File: src/rtl/gpio_oe_pkg.sv
package gpio_oe_pkg;
  typedef enum logic [1:0] {
    OP_PLAIN  = 2'b00,
    OP_SET    = 2'b01,
    OP_CLEAR  = 2'b10,
    OP_TOGGLE = 2'b11
  } oe_op_e;
endpackage

File: src/rtl/gpio_oe_alias_unit.sv
module gpio_oe_alias_unit
  import gpio_oe_pkg::*;
#(
  parameter int unsigned NUM_PINS = 30
) (
  input  logic                clk_i,
  input  logic                rst_ni,
  input  logic                we_i,
  input  oe_op_e              op_i,
  input  logic [NUM_PINS-1:0] data_i,
  input  logic [NUM_PINS-1:0] cur_i,
  output logic [NUM_PINS-1:0] nxt_o
);

  always_comb begin
    nxt_o = cur_i;
    if (we_i) begin
      unique case (op_i)
        OP_PLAIN:  nxt_o = data_i;
        OP_SET:    nxt_o = cur_i | data_i;
        OP_CLEAR:  nxt_o = cur_i & ~data_i;
        OP_TOGGLE: nxt_o = cur_i ^ data_i;
        default:   nxt_o = cur_i;
      endcase
    end
  end

  AST_PLAIN_COPY: assert property (@(posedge clk_i) disable iff (!rst_ni)
    (we_i && op_i == OP_PLAIN) |-> (nxt_o == data_i));
  AST_SET_KEEPS: assert property (@(posedge clk_i) disable iff (!rst_ni)
    (we_i && op_i == OP_SET) |-> (((nxt_o & cur_i) == cur_i) && ((nxt_o & data_i) == data_i)));
  AST_CLEAR_ZEROES: assert property (@(posedge clk_i) disable iff (!rst_ni)
    (we_i && op_i == OP_CLEAR) |-> (((nxt_o & data_i) == '0) && ((nxt_o & ~data_i) == (cur_i & ~data_i))));
  AST_TOGGLE_DIFF: assert property (@(posedge clk_i) disable iff (!rst_ni)
    (we_i && op_i == OP_TOGGLE) |-> ((nxt_o ^ cur_i) == data_i));
  AST_IDLE_PASS: assert property (@(posedge clk_i) disable iff (!rst_ni)
    !we_i |-> (nxt_o == cur_i));

endmodule

File: src/rtl/gpio_oe_merge_chain.sv
module gpio_oe_merge_chain
  import gpio_oe_pkg::*;
#(
  parameter int unsigned NUM_PINS  = 30,
  parameter int unsigned NUM_CORES = 2
) (
  input  logic                clk_i,
  input  logic                rst_ni,
  input  logic [NUM_CORES-1:0] we_i,
  input  oe_op_e              op_i   [NUM_CORES],
  input  logic [NUM_PINS-1:0] data_i [NUM_CORES],
  input  logic [NUM_PINS-1:0] cur_i,
  output logic [NUM_PINS-1:0] nxt_o,
  output logic                any_we_o
);

  // stage[k] is the value after cores 0..k-1 have applied, lowest index first
  logic [NUM_PINS-1:0] stage [NUM_CORES+1];

  assign stage[0] = cur_i;

  for (genvar g = 0; g < NUM_CORES; g++) begin : g_core
    gpio_oe_alias_unit #(
      .NUM_PINS(NUM_PINS)
    ) u_alias (
      .clk_i  (clk_i),
      .rst_ni (rst_ni),
      .we_i   (we_i[g]),
      .op_i   (op_i[g]),
      .data_i (data_i[g]),
      .cur_i  (stage[g]),
      .nxt_o  (stage[g+1])
    );
  end

  assign nxt_o    = stage[NUM_CORES];
  assign any_we_o = |we_i;

  AST_CHAIN_IDLE: assert property (@(posedge clk_i) disable iff (!rst_ni)
    !any_we_o |-> (nxt_o == cur_i));

endmodule

File: src/rtl/gpio_oe_store.sv
module gpio_oe_store #(
  parameter int unsigned NUM_PINS = 30
) (
  input  logic                clk_i,
  input  logic                rst_ni,
  input  logic                load_i,
  input  logic [NUM_PINS-1:0] d_i,
  output logic [NUM_PINS-1:0] q_o
);

  always_ff @(posedge clk_i or negedge rst_ni) begin
    if (!rst_ni)     q_o <= '0;
    else if (load_i) q_o <= d_i;
  end

  AST_HOLD_NO_LOAD: assert property (@(posedge clk_i) disable iff (!rst_ni)
    !load_i |=> $stable(q_o));
  AST_OUT_OF_RESET: assert property (@(posedge clk_i)
    $rose(rst_ni) |-> (q_o == '0));

endmodule

File: src/rtl/gpio_oe_dual_core.sv
module gpio_oe_dual_core
  import gpio_oe_pkg::*;
#(
  parameter int unsigned NUM_PINS = 30,
  parameter int unsigned DATA_W   = 32
) (
  input  logic              clk_i,
  input  logic              rst_ni,
  input  logic              c0_we_i,
  input  logic [1:0]        c0_op_i,
  input  logic [DATA_W-1:0] c0_wdata_i,
  output logic [DATA_W-1:0] c0_rdata_o,
  input  logic              c1_we_i,
  input  logic [1:0]        c1_op_i,
  input  logic [DATA_W-1:0] c1_wdata_i,
  output logic [DATA_W-1:0] c1_rdata_o,
  output logic [NUM_PINS-1:0] oe_o
);

  localparam int unsigned NUM_CORES = 2;
  localparam int unsigned PAD_W     = DATA_W - NUM_PINS;

  logic [NUM_CORES-1:0] we;
  oe_op_e               op   [NUM_CORES];
  logic [NUM_PINS-1:0]  data [NUM_CORES];
  logic [NUM_PINS-1:0]  nxt;
  logic [NUM_PINS-1:0]  cur;
  logic                 any_we;
  logic                 unused_hi;

  assign we      = {c1_we_i, c0_we_i};
  assign op[0]   = oe_op_e'(c0_op_i);
  assign op[1]   = oe_op_e'(c1_op_i);
  // bits above the pin count have no storage
  assign data[0] = c0_wdata_i[NUM_PINS-1:0];
  assign data[1] = c1_wdata_i[NUM_PINS-1:0];
  assign unused_hi = ^{c0_wdata_i[DATA_W-1:NUM_PINS], c1_wdata_i[DATA_W-1:NUM_PINS]};

  gpio_oe_merge_chain #(
    .NUM_PINS (NUM_PINS),
    .NUM_CORES(NUM_CORES)
  ) u_merge (
    .clk_i    (clk_i),
    .rst_ni   (rst_ni),
    .we_i     (we),
    .op_i     (op),
    .data_i   (data),
    .cur_i    (cur),
    .nxt_o    (nxt),
    .any_we_o (any_we)
  );

  gpio_oe_store #(
    .NUM_PINS(NUM_PINS)
  ) u_store (
    .clk_i  (clk_i),
    .rst_ni (rst_ni),
    .load_i (any_we),
    .d_i    (nxt),
    .q_o    (cur)
  );

  assign oe_o       = cur;
  assign c0_rdata_o = {{PAD_W{1'b0}}, cur};
  assign c1_rdata_o = {{PAD_W{1'b0}}, cur};

  AST_UPPER_ZERO: assert property (@(posedge clk_i) disable iff (!rst_ni)
    (c0_rdata_o[DATA_W-1:NUM_PINS] == '0) && (c1_rdata_o[DATA_W-1:NUM_PINS] == '0));
  AST_READ_MATCH: assert property (@(posedge clk_i) disable iff (!rst_ni)
    (c0_rdata_o[NUM_PINS-1:0] == oe_o) && (c1_rdata_o == c0_rdata_o));
  AST_IDLE_STABLE: assert property (@(posedge clk_i) disable iff (!rst_ni)
    (!c0_we_i && !c1_we_i) |=> $stable(oe_o));

endmodule

File: config.mk
export PLATFORM = sky130hd
export DESIGN_NAME = gpio_oe_dual_core
export DESIGN_NICKNAME = d
export VERILOG_FILES = /design/src/rtl/gpio_oe_pkg.sv /design/src/rtl/gpio_oe_alias_unit.sv /design/src/rtl/gpio_oe_merge_chain.sv /design/src/rtl/gpio_oe_store.sv /design/src/rtl/gpio_oe_dual_core.sv
export SDC_FILE = /design/constraint.sdc
export NUM_CORES = 1
export LEC_CHECK = 0
export BUFFER_PORTS_ARGS = -buffer_cell sky130_fd_sc_hd__buf_2
export CORE_UTILIZATION = 35
export CTS_CLUSTER_SIZE = 10
export DETAILED_ROUTE_END_ITERATION = 8
export REMOVE_ABC_BUFFERS = 1
export SYNTH_ARGS = -nofsm -noshare
export SYNTH_HDL_FRONTEND = slang
export SYNTH_HIERARCHICAL = 1
export SYNTH_SLANG_ARGS = --single-unit
File: constraint.sdc
create_clock -name clk_i -period 3.65 [get_ports clk_i]
set_input_delay 0.5475 -clock clk_i [delete_from_list [all_inputs] [get_ports clk_i]]
set_output_delay 0.5475 -clock clk_i [all_outputs]
set_load 0.02 [all_outputs]
### Word level (Yosys, flattened, before mapping)

Index checks and enable logic that the tools add are counted.

| operators by class | value |
|---|---|
| equality and inequality tests | 6 |
| multiplexer cells | 4 |
| bitwise gates (word level) | 8 |
| reductions and logical operators | 3 |

Operators with widths:

| operator | count |
|---|---|
| case mux 30 bit (4 select lines) | 2 |
| bitwise AND 30 bit | 2 |
| 2-to-1 mux 30 bit | 2 |
| inverter 30 bit | 2 |
| OR 30 bit | 2 |
| bitwise XOR 30 bit | 2 |
| equality test 2 bit, second input constant | 4 |
| equality test 2 x 1 -> 1 bit, second input constant | 2 |
| logical NOT 2 bit | 2 |
| OR reduction 2 bit | 1 |

| storage, ports and cells | value |
|---|---|
| register bits | 30 |
| bits of input ports | 72 |
| logic and storage cells | 22 |

### Depth between registers and ports, before layout

| logic depth | value |
|---|---|
| depth after elaboration | 7 |
| mapped depth | 11 |

### Cells and area by module

The synthesis kept the hierarchy.

By module, submodules not included:

| module | instances | cells each | area each (um^2) | seq. area each (um^2) |
|---|---|---|---|---|
| gpio_oe_alias_unit | 2 | 291 | 2149.6 | 0.0 |
| gpio_oe_store | 1 | 63 | 1234.9 | 750.7 |
| gpio_oe_dual_core | 1 | 65 | 484.2 | 0.0 |
| gpio_oe_merge_chain | 1 | 1 | 6.3 | 0.0 |

### Worst setup path before layout

No wires, ideal clock.

| timing | value |
|---|---|
| path type | input to register |
| from | input port c0_op_i[1] |
| to | register u_store.q_o[10] |
| data arrival time | 2.040 ns |
| required time | 3.525 ns |
| slack | 1.485 ns |
| stages on the path | 10 |
| cells stage by stage | buf_6 buf_12 buf_4 a21oi_1 o221ai_1 inv_1 ha_1 a21oi_1 o221ai_1 mux2_4 |

RTL lines:

| element | line | source |
|---|---|---|
| start, declared | gpio_oe_dual_core.sv:10 | `input logic [1:0] c0_op_i,` |
| end signal, assigned | gpio_oe_store.sv:13 | `else if (load_i) q_o <= d_i;` |
| end, declared | gpio_oe_store.sv:8 | `output logic [NUM_PINS-1:0] q_o` |

==> tab_implementation.tex <==
\begin{tabular}{lr}
\hline
Metric & Value \\
\hline
\multicolumn{2}{l}{\textbf{Run}} \\
Number of maximum-capacitance constraint violations & 0 \\
\multicolumn{2}{l}{\textbf{Setup path}} \\
Critical register-to-register path startpoint & u\_store/q\_o[1] \\
R2R Path End & u\_store/q\_o[1] \\
Max stage delay cell, worst path & nand2b\_1 \\
Highest cell delay on the worst timing path & 0.37 ns \\
CP delay by family, top & simple AND/OR/NAND/NOR gates \\
Sort of element at the start of the critical path & primary input \\
Cell with the most instances on the worst path & o221ai\_1 \\
Type of destination of the critical path & register \\
Buffering stage count on the worst path with inverters included & 3 \\
Crit path arrival time & 2.64 ns \\
Required time at the worst-slack endpoint & 3.81 ns \\
R2r setup slk & 1.49 ns \\
Setup CP Type & in2reg \\
Depth of the worst register-to-register path & 9 \\
Crit-path max FO & 19 \\
Cells traversed along the worst timing path & buf\_2, nand2b\_1, buf\_4, or2\_1, o221ai\_1, inv\_1, ha\_1, a21oi\_1, o221ai\_1, mux2\_4 \\
\multicolumn{2}{l}{\textbf{Global routing}} \\
Pin count of the biggest net entering global routing & 62 \\
Number of global-route vias before repair & 4359 \\
Wire length of the first global-routing pass & 21900 um \\
Residual overflow from global routing & 0 \\
Antenna violations before repair & 0 \\
Total Routing Usage GR & 0.154 \\
\multicolumn{2}{l}{\textbf{Cells and area}} \\
Post-route design area & 6530 sq um \\
Final net count & 978 \\
Largest registers & u\_store/q\_o (30) \\
P\&R area growth vs syn & 8.39\% \\
Register ranked first by flip-flop count & u\_store/q\_o \\
Max FFs per register & 30 \\
Share of post-route cells with drive strength above 1 & 0.262 \\
Number of diodes & 0 \\
Layout filler cell count & 1729 \\
\multicolumn{2}{l}{\textbf{CTS}} \\
Clock sink count & 30 \\
Post-CTS setup repair buffer count & 0 \\
CTS HTree Levels & 2 \\
Post-cts hold buffer count & 0 \\
Clk\_lat worst skew & 0.27 ns \\
TritonCTS buffer count & 5 \\
Number of buffers between clock root and the deepest sink & 2 \\
TritonCTS clock tree & yes \\
CTS Root Buffer Type & clkbuf\_16 \\
Resized Gates After CTS & 0 \\
Clk pin slew, worst setup/hold paths & 0.05 ns \\
\multicolumn{2}{l}{\textbf{STA}} \\
Maximum clock rate & 402 MHz \\
Final period demand of the worst path & 2.49 ns \\
Transition time of the tightest slew-check pin & 0.798 ns \\
RSZ-0062 raised after global routing & no \\
Max-slew violation count & 0 \\
Number of hold-slack violations in the final timing report & 0 \\
Hold\_ws & 0.366 ns \\
Fraction of the cycle the final worst path needs & 0.681 \\
Final-report setup violation count & 0 \\
Worst slew slack as a fraction of its limit & 0.468 \\
Accumulated negative setup slack & 0 ns \\
Clock Skew & 0 ns \\
\multicolumn{2}{l}{\textbf{Routing}} \\
First-pass iteration count of the detailed router & 4 \\
Count of antenna-violating nets left after detailed routing & 0 \\
Final wirelength & 13500 um \\
Routed length per instance & 13.4 um \\
Per-cell via count in the routed design & 4.71 \\
Vias & 4742 \\
Number of DRC violations after detailed-routing iteration 0 & 146 \\
Number of DRC violations after detailed routing & 0 \\
\multicolumn{2}{l}{\textbf{Yosys}} \\
Post-synthesis average cell area & 8.47 sq um \\
Synthesized instance count & 711 \\
Cell types with the largest area share after synthesis & ha\_1 (25\%), dfrtp\_1 (12\%), mux2i\_1 (10\%), o221ai\_1 (8.7\%), buf\_4 (8.2\%) \\
Count of unique library cells instantiated by Yosys & 18 \\
Flip-flop and latch count after synthesis & 30 \\
Area share of the largest cell type after synthesis & 0.249 \\
Dominant cell type by area after synthesis & ha\_1 \\
Count of yosys warnings during synthesis & 6 \\
Cell area after synthesis & 6020 sq um \\
Share of the yosys chip area belonging to registers & 0.125 \\
\multicolumn{2}{l}{\textbf{Die}} \\
Overall die height & 133 um \\
Core footprint & 16700 sq um \\
Initial core utilization & 0.361 \\
Die ar. & 17700 sq um \\
Number of rows in the core area & 47 \\
Width of the die & 133 um \\
Number of top-level design ports & 166 \\
\multicolumn{2}{l}{\textbf{Place}} \\
Routability congestion estimate & 0.717 \\
Number of I/O port buffers & 157 \\
Cell area after placement & 6400 sq um \\
Dpl hpwl & 9480 um \\
\multicolumn{2}{l}{\textbf{Power and ir drop}} \\
Sequential cell fraction of total power & 0.235 \\
Switching part of the total & 0.456 \\
Total Power & 2.13 mW \\
Part of the power in combinational logic & 0.577 \\
Part of the total power dissipated in the clock network & 0.188 \\
Net switching power & 970 uW \\
Cell internal pwr & 1.16 mW \\
Cell leakage power & 3.67 nW \\
Power per unit of standard cell area & 326 nW/um\^{}2 \\
Maximum vdd ir drop & 0.150 mV \\
\multicolumn{2}{l}{\textbf{Status}} \\
Status & finished clean \\
\multicolumn{2}{l}{\textbf{Hold path}} \\
Worst hold-check path type & in2async \\
\hline
\end{tabular}
[per-layer routing]
| metal | vias up | global-route usage | share of wire |
|---|---|---|---|
| met3 | 5 | 0.0156 | 0.036 |
| li1 | 2455 | - | - |
| met4 | 0 | 0.0227 | 0.0048 |
| met2 | 106 | 0.271 | 0.46 |
| met1 | 2176 | 0.206 | 0.50 |
| met5 | - | 0 | 0 |
[power by group through the flow]
stage | sequential, mW | clock, mW | combinational (mW)
CTS | 0.504 | 0.420 | 1.24
floorplan | 0.739 | 0 | 0.578
detailed placement | 0.508 | 0 | 1.23
global placement | 0.505 | 0 | 1.21
global route | 0.519 | 0.434 | 1.38
finish | 0.500 | 0.399 | 1.23
[area by class of cell]
cell class                 instances  area (sq um)  share of cell area
timing repair buffer             170           901               0.138
clock buffer                       7           133              0.0203
sequential                        30           751               0.115
tap                              220           275              0.0422
multi-input combinational        459          4020               0.616
inverter                         120           450              0.0690
[worst max-delay path by stage]
stage / startpoint / slack (ns) / endpoint / depth (start not counted)
after floorplan: u_store/q_o[28] / 1.32 / u_store/q_o[28] / 9
after global placement: c0_op_i[0] / 0.84 / u_store/q_o[5] / 10
after detailed placement: c0_op_i[0] / 0.84 / u_store/q_o[11] / 10
after CTS: c0_op_i[0] / 1.13 / u_store/q_o[11] / 10
after global routing: c0_op_i[0] / 0.99 / u_store/q_o[25] / 10
final: c0_op_i[0] / 1.16 / u_store/q_o[12] / 10
[synthesized netlist by cell type, drive strengths merged]
cell type    n
clkbuf      18
conb         1
buf         87
nand2b       2
nor2        60
mux2        30
dfrtp       30
nand2        2
inv        120
o221ai      60
mux2i       60
ha         120
a21oi       60
or2         61
[cell families after synthesis]
| logic type | count (synthesis) | share of synthesized area |
|---|---|---|
| buffers and inverters | 225 | 0.210 |
| AND/OR/NAND/NOR | 125 | 0.104 |
| other | 1 | 0.000622 |
| AO/OA/AOI/OAI | 120 | 0.137 |
| multiplexers | 90 | 0.174 |
| flip-flops | 30 | 0.125 |
| adder cells (fa/ha/maj) | 120 | 0.249 |
[stage by stage]
step,util,worst slack [ns],cells
floorplan,-,1.32,609
global placement,0.383,0.836,999
detailed placement,0.383,0.839,999
CTS,0.391,1.13,1006
global route,0.391,0.988,1006
finish,0.391,1.16,1006
[layout by cell type (no fill, tap or decap), types with 4 or more instances in the layout]
| cell | n |
|---|---|
| inv_1 | 120 |
| conb_1 | 4 |
| ha_1 | 120 |
| clkbuf_16 | 5 |
| buf_4 | 14 |
| or2_0 | 28 |
| mux2i_1 | 60 |
| dfrtp_1 | 30 |
| or2_1 | 32 |
| mux2_4 | 30 |
| a21oi_1 | 60 |
| o221ai_1 | 60 |
| buf_2 | 155 |
| nor2_1 | 60 |
No activity file was read; power rests on OpenSTA's default activity.
